**src/rtl/ipt_pkg.sv**
```systemverilog
package ipt_pkg;
  typedef enum logic [1:0] {
    ST_IDLE,
    ST_WALK,
    ST_RESP
  } walk_st_e;
endpackage

```
**src/rtl/ipt_hash.sv**
```systemverilog
module ipt_hash #(
  parameter int PID_W = 8,
  parameter int VPN_W = 20,
  parameter int IDX_W = 6
) (
  input  logic [PID_W-1:0] pid,
  input  logic [VPN_W-1:0] vpn,
  output logic [IDX_W-1:0] slot
);
  localparam int KEY_W  = (PID_W > VPN_W) ? PID_W : VPN_W;
  localparam int NCHUNK = (KEY_W + IDX_W - 1) / IDX_W;
  localparam int FOLD_W = NCHUNK * IDX_W;

  logic [FOLD_W-1:0] folded_src;
  logic [IDX_W-1:0]  chunk [NCHUNK];

  always_comb begin
    folded_src = '0;
    folded_src[PID_W-1:0] = pid;
    folded_src[VPN_W-1:0] = folded_src[VPN_W-1:0] ^ vpn;
  end

  for (genvar c = 0; c < NCHUNK; c++) begin : g_chunk
    assign chunk[c] = folded_src[c*IDX_W +: IDX_W];
  end

  always_comb begin
    slot = '0;
    for (int c = 0; c < NCHUNK; c++) slot = slot ^ chunk[c];
  end
endmodule

```
**src/rtl/ipt_table.sv**
```systemverilog
module ipt_table #(
  parameter int FRAMES = 64,
  parameter int PID_W  = 8,
  parameter int VPN_W  = 20,
  parameter int IDX_W  = $clog2(FRAMES),
  parameter int NXT_W  = IDX_W + 1
) (
  input  logic             clk,
  input  logic             rst_n,
  input  logic             wr_en,
  input  logic [IDX_W-1:0] wr_idx,
  input  logic             wr_vld,
  input  logic [PID_W-1:0] wr_pid,
  input  logic [VPN_W-1:0] wr_vpn,
  input  logic [NXT_W-1:0] wr_nxt,
  input  logic [IDX_W-1:0] rd_idx,
  output logic             rd_vld,
  output logic [PID_W-1:0] rd_pid,
  output logic [VPN_W-1:0] rd_vpn,
  output logic [NXT_W-1:0] rd_nxt
);
  logic             vld_q [FRAMES];
  logic [PID_W-1:0] pid_q [FRAMES];
  logic [VPN_W-1:0] vpn_q [FRAMES];
  logic [NXT_W-1:0] nxt_q [FRAMES];

  for (genvar e = 0; e < FRAMES; e++) begin : g_entry
    logic hit_wr;
    assign hit_wr = wr_en && (wr_idx == IDX_W'(e));
    always_ff @(posedge clk or negedge rst_n) begin
      if (!rst_n) begin
        vld_q[e] <= 1'b0;
        pid_q[e] <= '0;
        vpn_q[e] <= '0;
        nxt_q[e] <= '1;
      end else if (hit_wr) begin
        vld_q[e] <= wr_vld;
        pid_q[e] <= wr_pid;
        vpn_q[e] <= wr_vpn;
        nxt_q[e] <= wr_nxt;
      end
    end
  end

  assign rd_vld = vld_q[rd_idx];
  assign rd_pid = pid_q[rd_idx];
  assign rd_vpn = vpn_q[rd_idx];
  assign rd_nxt = nxt_q[rd_idx];
endmodule

```
**src/rtl/ipt_walk.sv**
```systemverilog
module ipt_walk
  import ipt_pkg::*;
#(
  parameter int FRAMES = 64,
  parameter int PID_W  = 8,
  parameter int VPN_W  = 20,
  parameter int OFF_W  = 12,
  parameter int IDX_W  = $clog2(FRAMES),
  parameter int NXT_W  = IDX_W + 1
) (
  input  logic                   clk,
  input  logic                   rst_n,
  input  logic                   req_valid,
  output logic                   req_ready,
  input  logic [PID_W-1:0]       req_pid,
  input  logic [VPN_W-1:0]       req_vpn,
  input  logic [OFF_W-1:0]       req_off,
  input  logic [IDX_W-1:0]       start_slot,
  output logic [PID_W-1:0]       key_pid,
  output logic [VPN_W-1:0]       key_vpn,
  output logic [IDX_W-1:0]       cur_idx,
  input  logic                   ent_vld,
  input  logic [PID_W-1:0]       ent_pid,
  input  logic [VPN_W-1:0]       ent_vpn,
  input  logic [NXT_W-1:0]       ent_nxt,
  output logic                   rsp_valid,
  input  logic                   rsp_ready,
  output logic                   rsp_fault,
  output logic [IDX_W+OFF_W-1:0] rsp_paddr
);
  localparam logic [IDX_W-1:0] LAST_STEP = IDX_W'(FRAMES - 1);

  walk_st_e         st_q;
  logic [OFF_W-1:0] off_q;
  logic [IDX_W-1:0] steps_q;
  logic [IDX_W-1:0] frame_q;
  logic             fault_q;

  logic accept, ent_match, chain_end, give_up;

  assign req_ready = (st_q == ST_IDLE);
  assign accept    = req_valid && req_ready;
  assign ent_match = ent_vld && (ent_pid == key_pid) && (ent_vpn == key_vpn);
  assign chain_end = ent_nxt[NXT_W-1];
  assign give_up   = !ent_vld || chain_end || (steps_q == LAST_STEP);

  always_ff @(posedge clk or negedge rst_n) begin
    if (!rst_n) begin
      st_q    <= ST_IDLE;
      key_pid <= '0;
      key_vpn <= '0;
      off_q   <= '0;
      cur_idx <= '0;
      steps_q <= '0;
      frame_q <= '0;
      fault_q <= 1'b0;
    end else begin
      unique case (st_q)
        ST_IDLE: if (accept) begin
          key_pid <= req_pid;
          key_vpn <= req_vpn;
          off_q   <= req_off;
          cur_idx <= start_slot;
          steps_q <= '0;
          st_q    <= ST_WALK;
        end
        ST_WALK: begin
          if (ent_match) begin
            frame_q <= cur_idx;
            fault_q <= 1'b0;
            st_q    <= ST_RESP;
          end else if (give_up) begin
            frame_q <= '0;
            fault_q <= 1'b1;
            st_q    <= ST_RESP;
          end else begin
            cur_idx <= ent_nxt[IDX_W-1:0];
            steps_q <= steps_q + 1'b1;
          end
        end
        ST_RESP: if (rsp_ready) st_q <= ST_IDLE;
        default: st_q <= ST_IDLE;
      endcase
    end
  end

  assign rsp_valid = (st_q == ST_RESP);
  assign rsp_fault = fault_q;
  assign rsp_paddr = {frame_q, off_q};
endmodule

```
**src/rtl/ipt_walker.sv**
```systemverilog
module ipt_walker #(
  parameter int FRAMES = 64,
  parameter int PID_W  = 8,
  parameter int VPN_W  = 20,
  parameter int OFF_W  = 12,
  parameter int IDX_W  = $clog2(FRAMES),
  parameter int NXT_W  = IDX_W + 1
) (
  input  logic                   clk,
  input  logic                   rst_n,
  input  logic                   req_valid,
  output logic                   req_ready,
  input  logic [PID_W-1:0]       req_pid,
  input  logic [VPN_W-1:0]       req_vpn,
  input  logic [OFF_W-1:0]       req_off,
  output logic                   rsp_valid,
  input  logic                   rsp_ready,
  output logic                   rsp_fault,
  output logic [IDX_W+OFF_W-1:0] rsp_paddr,
  input  logic                   wr_en,
  input  logic [IDX_W-1:0]       wr_idx,
  input  logic                   wr_vld,
  input  logic [PID_W-1:0]       wr_pid,
  input  logic [VPN_W-1:0]       wr_vpn,
  input  logic [NXT_W-1:0]       wr_nxt
);
  logic [IDX_W-1:0] start_slot, cur_idx;
  logic [PID_W-1:0] key_pid, ent_pid;
  logic [VPN_W-1:0] key_vpn, ent_vpn;
  logic [NXT_W-1:0] ent_nxt;
  logic             ent_vld;

  ipt_hash #(.PID_W(PID_W), .VPN_W(VPN_W), .IDX_W(IDX_W)) u_hash (
    .pid(req_pid), .vpn(req_vpn), .slot(start_slot)
  );

  ipt_table #(
    .FRAMES(FRAMES), .PID_W(PID_W), .VPN_W(VPN_W), .IDX_W(IDX_W), .NXT_W(NXT_W)
  ) u_table (
    .clk(clk), .rst_n(rst_n),
    .wr_en(wr_en), .wr_idx(wr_idx), .wr_vld(wr_vld),
    .wr_pid(wr_pid), .wr_vpn(wr_vpn), .wr_nxt(wr_nxt),
    .rd_idx(cur_idx), .rd_vld(ent_vld), .rd_pid(ent_pid),
    .rd_vpn(ent_vpn), .rd_nxt(ent_nxt)
  );

  ipt_walk #(
    .FRAMES(FRAMES), .PID_W(PID_W), .VPN_W(VPN_W), .OFF_W(OFF_W),
    .IDX_W(IDX_W), .NXT_W(NXT_W)
  ) u_walk (
    .clk(clk), .rst_n(rst_n),
    .req_valid(req_valid), .req_ready(req_ready),
    .req_pid(req_pid), .req_vpn(req_vpn), .req_off(req_off),
    .start_slot(start_slot),
    .key_pid(key_pid), .key_vpn(key_vpn), .cur_idx(cur_idx),
    .ent_vld(ent_vld), .ent_pid(ent_pid), .ent_vpn(ent_vpn), .ent_nxt(ent_nxt),
    .rsp_valid(rsp_valid), .rsp_ready(rsp_ready),
    .rsp_fault(rsp_fault), .rsp_paddr(rsp_paddr)
  );
endmodule

```
**config.mk**
```make
export PLATFORM = sky130hd
export DESIGN_NAME = ipt_walker
export DESIGN_NICKNAME = d
export VERILOG_FILES = /design/src/rtl/ipt_pkg.sv /design/src/rtl/ipt_hash.sv /design/src/rtl/ipt_table.sv /design/src/rtl/ipt_walk.sv /design/src/rtl/ipt_walker.sv
export SDC_FILE = /design/constraint.sdc
export NUM_CORES = 2
export LEC_CHECK = 0
export CORE_ASPECT_RATIO = 0.9
export CORE_MARGIN = 1
export CORE_UTILIZATION = 65
export DETAILED_ROUTE_END_ITERATION = 8
export DONT_BUFFER_PORTS = 1
export HOLD_SLACK_MARGIN = 0.05
export MAX_ROUTING_LAYER = met4
export PLACE_DENSITY = 0.88
export SLEW_MARGIN = 10
export SYNTH_ARGS = -nofsm -noshare
export SYNTH_HDL_FRONTEND = slang
export SYNTH_SLANG_ARGS = --single-unit
```
**constraint.sdc**
```tcl
create_clock -name clk -period 6.45 [get_ports clk]
set_input_delay 0.9675 -clock clk [delete_from_list [all_inputs] [get_ports clk]]
set_output_delay 0.9675 -clock clk [all_outputs]
set_load 0.05 [all_outputs]
```
## Word-level counts from Yosys, hierarchy flattened

Cells that the tools add are included.

| cells by class | value |
|---|---|
| $add $sub $neg | 1 |
| $mul | 0 |
| div/mod/pow operators | 0 |
| magnitude comparators | 1 |
| equal/unequal tests | 73 |
| shifts and indexed selects | 0 |
| mux-type cells | 29 |
| bitwise gates (word level) | 5 |
| reduce and logical (&&, ||, !) cells | 78 |

Operator list:

| kind | count |
|---|---|
| 6-bit == test, second input constant | 33 |
| 20-bit binary-select mux with 6-bit select | 1 |
| 6-bit by 5-bit == test with 1-bit output, second input constant | 16 |
| 1-bit logical AND | 67 |
| 8-bit binary-select mux with 6-bit select | 1 |
| 6-bit by 4-bit == test with 1-bit output, second input constant | 8 |
| 6-bit 2-to-1 mux | 8 |
| 7-bit binary-select mux with 6-bit select | 1 |
| 20-bit 2-to-1 mux | 2 |
| 6-bit by 3-bit == test with 1-bit output, second input constant | 4 |
| 6-bit one-hot mux with 2 select lines | 2 |
| 20-bit == test | 1 |
| 8-bit by 20-bit XOR with 20-bit output | 1 |
| 8-bit 2-to-1 mux | 2 |
| 7-bit 2-to-1 mux | 2 |
| 6-bit by 2-bit == test with 1-bit output, second input constant | 2 |
| 6-bit XOR | 2 |
| 8-bit == test | 1 |
| 2-bit 2-to-1 mux | 4 |
| 7-bit greater-or-equal comparator, second input constant | 1 |
| 6-bit inverter with 7-bit output | 1 |
| 6-bit by 1-bit adder with 6-bit output, second input constant | 1 |
| 1-bit binary-select mux with 6-bit select | 1 |
| 6-bit by 1-bit == test with 1-bit output, second input constant | 1 |
| other kinds (16) | 24 |

| word-level totals | value |
|---|---|
| flip-flop bits (word level) | 2365 |
| bits in latches | 0 |
| RAM bits | 0 |
| memory bits (read-only) | 0 |
| output and inout bits | 21 |
| word-level logic and storage cells | 451 |
| memories | 0 |

## Depth between registers and ports, before layout

| depth | value |
|---|---|
| depth after elaboration | 10 |
| mapped depth | 20 |
| mapped depth without buffers | 11 |

## Modules after synthesis

A second synthesis with hierarchy kept.

| second synthesis, totals | value |
|---|---|
| cell total of the unflattened synthesis | 6839 |
| area, all modules | 107319.2 um2 |

By module, submodules not included:

| module | instances | cells an instance | area each (um2) |
|---|---|---|---|
| ipt_table | 1 | 6522 | 104308.8 |
| ipt_walk | 1 | 297 | 2792.7 |
| ipt_hash | 1 | 20 | 217.7 |

## Least setup slack after synthesis

No wires, ideal clock.

| timing path | value |
|---|---|
| kind | reg2reg |
| start | register u_walk.cur_idx[1] |
| end | register u_walk.cur_idx[4] |
| setup time | 156 ps |
| arrival | 3758 ps |
| data required time | 6294 ps |
| setup slack | 2536 ps |
| cell stages (with the launch flop) | 14 |
| path buffers | 8 |
| clock period less this slack | 3914 ps |
| path through | dfrtp_1 -> buf_6 -> buf_2 -> buf_2 -> buf_4 -> buf_2 -> buf_2 -> buf_2 -> buf_1 -> mux4_2 -> mux4_2 -> mux4_2 -> a21oi_1 -> mux2i_1 |

| on the way | value |
|---|---|
| word-level cells in the longest chain between the ends | 9 |
| elaborated cells on any way between the ends | 26 |
| those cells by class | 4 x eq/ne; 15 x mux; 1 x bitwise; 6 x reduce/logical |

Ends and longest elaborated chain:

| item | line | RTL |
|---|---|---|
| from (decl) | ipt_walk.sv:21 | `output logic [IDX_W-1:0] cur_idx,` |
| from (signal assigned) | ipt_walk.sv:63 | `cur_idx <= start_slot;` |
| from (signal assigned) | ipt_walk.sv:77 | `cur_idx <= ent_nxt[IDX_W-1:0];` |
| 6-bit inverter with 7-bit output (implied by the code) * | n/a |  |
| 8-bit binary-select mux with 6-bit select / 1-bit binary-select mux with 6-bit select (equally long branches) | ipt_table.sv:46, ipt_table.sv:45 |  |
| 8-bit 2-to-1 mux (implied by the code) / 1-bit 2-to-1 mux (equally long branches) (2 in a row) | ipt_table.sv:46, ipt_table.sv:45 |  |
| 8-bit == test / 1-bit logical NOT (equally long branches) | ipt_walk.sv:43, ipt_walk.sv:45 |  |
| 1-bit logical AND / 1-bit logical OR (equally long branches) (2 in a row) | ipt_walk.sv:43, ipt_walk.sv:45 |  |
| 2-bit != test (no source line) | n/a |  |
| 4-bit AND reduction (no source line) | n/a |  |

Mark *: on every way between the ends. The rest lies on a longest branch, timed or not. The select of a mux whose other input is x is not followed.
A chain may end at the register's enable or synchronous reset.

## Worst setup path after layout

| timing path | value |
|---|---|
| start | register u_walk.cur_idx[3] |
| end | register u_walk.cur_idx[1] |

The elaborated chain is that of the path after synthesis.

==> impl_metrics.ini <==
[synth]
synthArstFlopShare_pct = 100
yosysMostFrequentCell = mux2_2
ys_seq_elements = 2365
synthTopCellsByCount = 2348 x mux2_2, 1917 x dfrtp_1, 489 x mux4_2
synth_top_area_cell = dfrtp_1
synthCells = 7055
synth_edf_count = 0
yosysWarnings = 0
synth_area_um2 = 108000
ys_types = 79
synth_area_leaders = dfrtp_1 44%, mux2_2 24%, dfstp_2 11%
syn_area_per_cell_um2 = 15.4
yosys.area.top_type_share_pct = 44.3
ys.flop_type = dfrtp_1
syn_nets = 7143
ys_seq_area_share_pct = 55.1

[cts]
cts_hold_buffers = 0
cts_buffers = 218
cts-root-buf = clkbuf_16
clk_pin_slew_ns = 0.07
clockBufferDepth = 3
cts_sinks = 2365
htreeDepth = 4
cts_tree = yes
clock_latency_ns = 0.88
post_cts_buffers = 0
cts.repair.resized = 0

[timing]
rsz0062_at_grt = no
maxSlewViolCount = 0
period_share_pct = 97.6
maxClockFrequency_ghz = 0.159
max_slew_margin_pct = 6.64
fin_ws_ns = 0.152
fin_worst_skew_ns = 0.0549
worstMarginPinSlew_ns = 1.40
fin_crit_ns = 6.30
hold_viol = 0
finalSetupViolations = 0
tns_ns = 0

[placed_design]
place_ws_ns = 0.723
gp_congestion = 0.956
dpl.hpwl_um = 193000
io_buffer_count = 0

[floorplanning]
dieArea_um2 = 168000
start_util_pct = 65.8
die_w_um = 432
rows = 141
fp.coreArea_um2 = 165000
io_pins = 108
dieHeight_um = 389

[power_and_ir_drop]
power_density_nw_per_um2 = 390
switching_share_pct = 33.0
clock_power_share_pct = 28.8
irDropWorstVdd_uv = 419
comb_power_share_pct = 29.8
p_seq_share_pct = 41.4
intPower_mw = 30.8
switchingPower_mw = 15.2
leakage_nw = 54.0

[routing]
drc = 0
drt_pass1_iterations = 9
ant_nets = 0
via_count = 68100
wl_um = 346000
viasPerCell = 7.39
drt-initial-drc-count = 9477
wl_per_cell_um = 37.5

[worst_setup_path]
worstSetupPathType = register to register
endpoint_kind = register
cp.required_ns = 7.21
startpoint_type = register
cp_max_fo = 42
crit_arrival_ns = 7.06

[cells_and_area]
seq_area_um2 = 59800
drive_above_1_share_pct = 56.4
area_growth_pct = 8.75
multi_input_area_um2 = 46100
fillCellCount = 9731
final_nets = 6875

[run]
cap_violations = 0

[global_routing]
grt_pass1_wl_um = 498000
grt_start_max_net_pins = 199
overflow = 0
antenna_found_initial = 20
grt_pass1_vias = 69700
grt_use_total_pct = 42.8

[status]
status = completed

[hold_path]
hp-class = input pin to asynchronous set/reset pin
## cells by family after synthesis
| kind of cell | Yosys count | share of synthesized area, % |
|---|---|---|
| multiplexers | 3135 | 37.3 |
| flip-flops | 2365 | 55.1 |
| buffers and inverters | 692 | 2.78 |
| AND/OR/NAND/NOR | 481 | 2.07 |
| AO/OA/AOI/OAI | 328 | 2.25 |
| XOR/XNOR | 53 | 0.428 |
| adder cells (fa/ha/maj) | 1 | 0.0115 |
## sequential cells by signal, summed over array words and instances (netlist names)
| name | cells |
|---|---|
| u_walk.st_q | 2 |
| u_table.vpn_q | 1280 |
| u_walk.rsp_fault | 1 |
| u_walk.cur_idx | 6 |
| u_table.nxt_q | 448 |
| u_walk.key_pid | 8 |
| u_walk.frame_q | 6 |
| u_table.pid_q | 512 |
| u_walk.key_vpn | 20 |
| u_table.vld_q | 64 |
| u_walk.off_q | 12 |
| u_walk.steps_q | 6 |
## per-layer routing
metal	track usage, %	wire, µm
met1	52.7	120000
met2	59.8	151000
met3	15.6	47300
met4	27.8	27200
met5	-	0
## cell type report
| class | count | share of cell area (%) |
|---|---|---|
| clock inverter | 58 | 0.588 |
| inverter | 15 | 0.0488 |
| antenna | 28 | 0.0595 |
| clock buffer | 350 | 5.62 |
| tap | 2216 | 2.35 |
| multi-input combinational | 3998 | 39.1 |
| timing repair buffer | 189 | 1.52 |
| sequential | 2365 | 50.7 |
## placed cells by master, fill, tap and decap left out, drive strengths merged, types with 9 or more instances in the layout
cell,synthesis,layout
a211oi,10,10
a21oi,32,32
a221oi,9,9
a22o,12,12
a22oi,133,133
a31oi,28,28
a32oi,12,12
and3,16,16
buf,204,189
bufinv,0,11
clkbuf,473,350
clkinv,1,41
dfrtp,1917,1917
dfstp,448,448
diode,0,28
inv,14,20
mux2,2350,2350
mux2i,296,296
mux4,489,489
nand2,201,201
nand2b,10,10
nand3,72,72
nand4,21,21
nor2,86,86
nor2b,17,17
nor3,22,22
o21ai,29,29
xnor2,35,35
xor2,18,18
## power by group through the flow
stage          logic (mW)  registers, mW  clock network, mW
4_1_cts              13.3           18.9               13.2
5_1_grt              14.1           19.2               13.8
6_report             13.7           19.0               13.3
2_1_floorplan        9.58           18.2                  0
3_5_place_dp         13.2           19.1                  0
3_3_place_gp         12.9           19.0                  0
## final timing paths
check	start	to	slack, ns	cells past startpoint
min in group clk	rsp_ready	u_walk.st_q[1]	0.20	1
max in group asynchronous	rst_n	u_table.vld_q[9]	4.54	3
worst min register to register	u_table.vpn_q[1221]	u_table.vpn_q[1221]	0.50	1
worst min-delay path	rst_n	u_table.vpn_q[1002]	0.12	1
worst max-delay path	u_walk.cur_idx[3]	u_walk.cur_idx[1]	0.15	12
worst max register to register	u_walk.cur_idx[3]	u_walk.cur_idx[1]	0.15	12
## metrics by stage
stage                     std cells  power (mW)  utilization [%]  hold slack [ns]  area, µm²
final                          9219        46.0             71.5            0.122     118000
after global routing           9212        47.1             71.5            0.154     118000
after CTS                      9191        45.5             71.5            0.118     118000
after detailed placement       8783        32.4             67.0            0.487     110000
after global placement         8783        31.9             67.0            0.481     110000
after floorplan                7055        27.8                -            0.474     108000
## worst max-delay path, stage by stage (launching register included)
cell and delay [ns]:
dfrtp_4 1.01, nand2_1 1.04, nor2_1 0.69, buf_4 0.32
a22oi_1 0.12, nand4_1 0.14, xor2_1 0.14, a2111oi_0 0.90
nand4_1 0.31, nor4b_4 0.49, buf_4 0.42, nor2_4 0.16
mux2_4 0.32
Note: power is estimated with default switching activity, not from simulation.
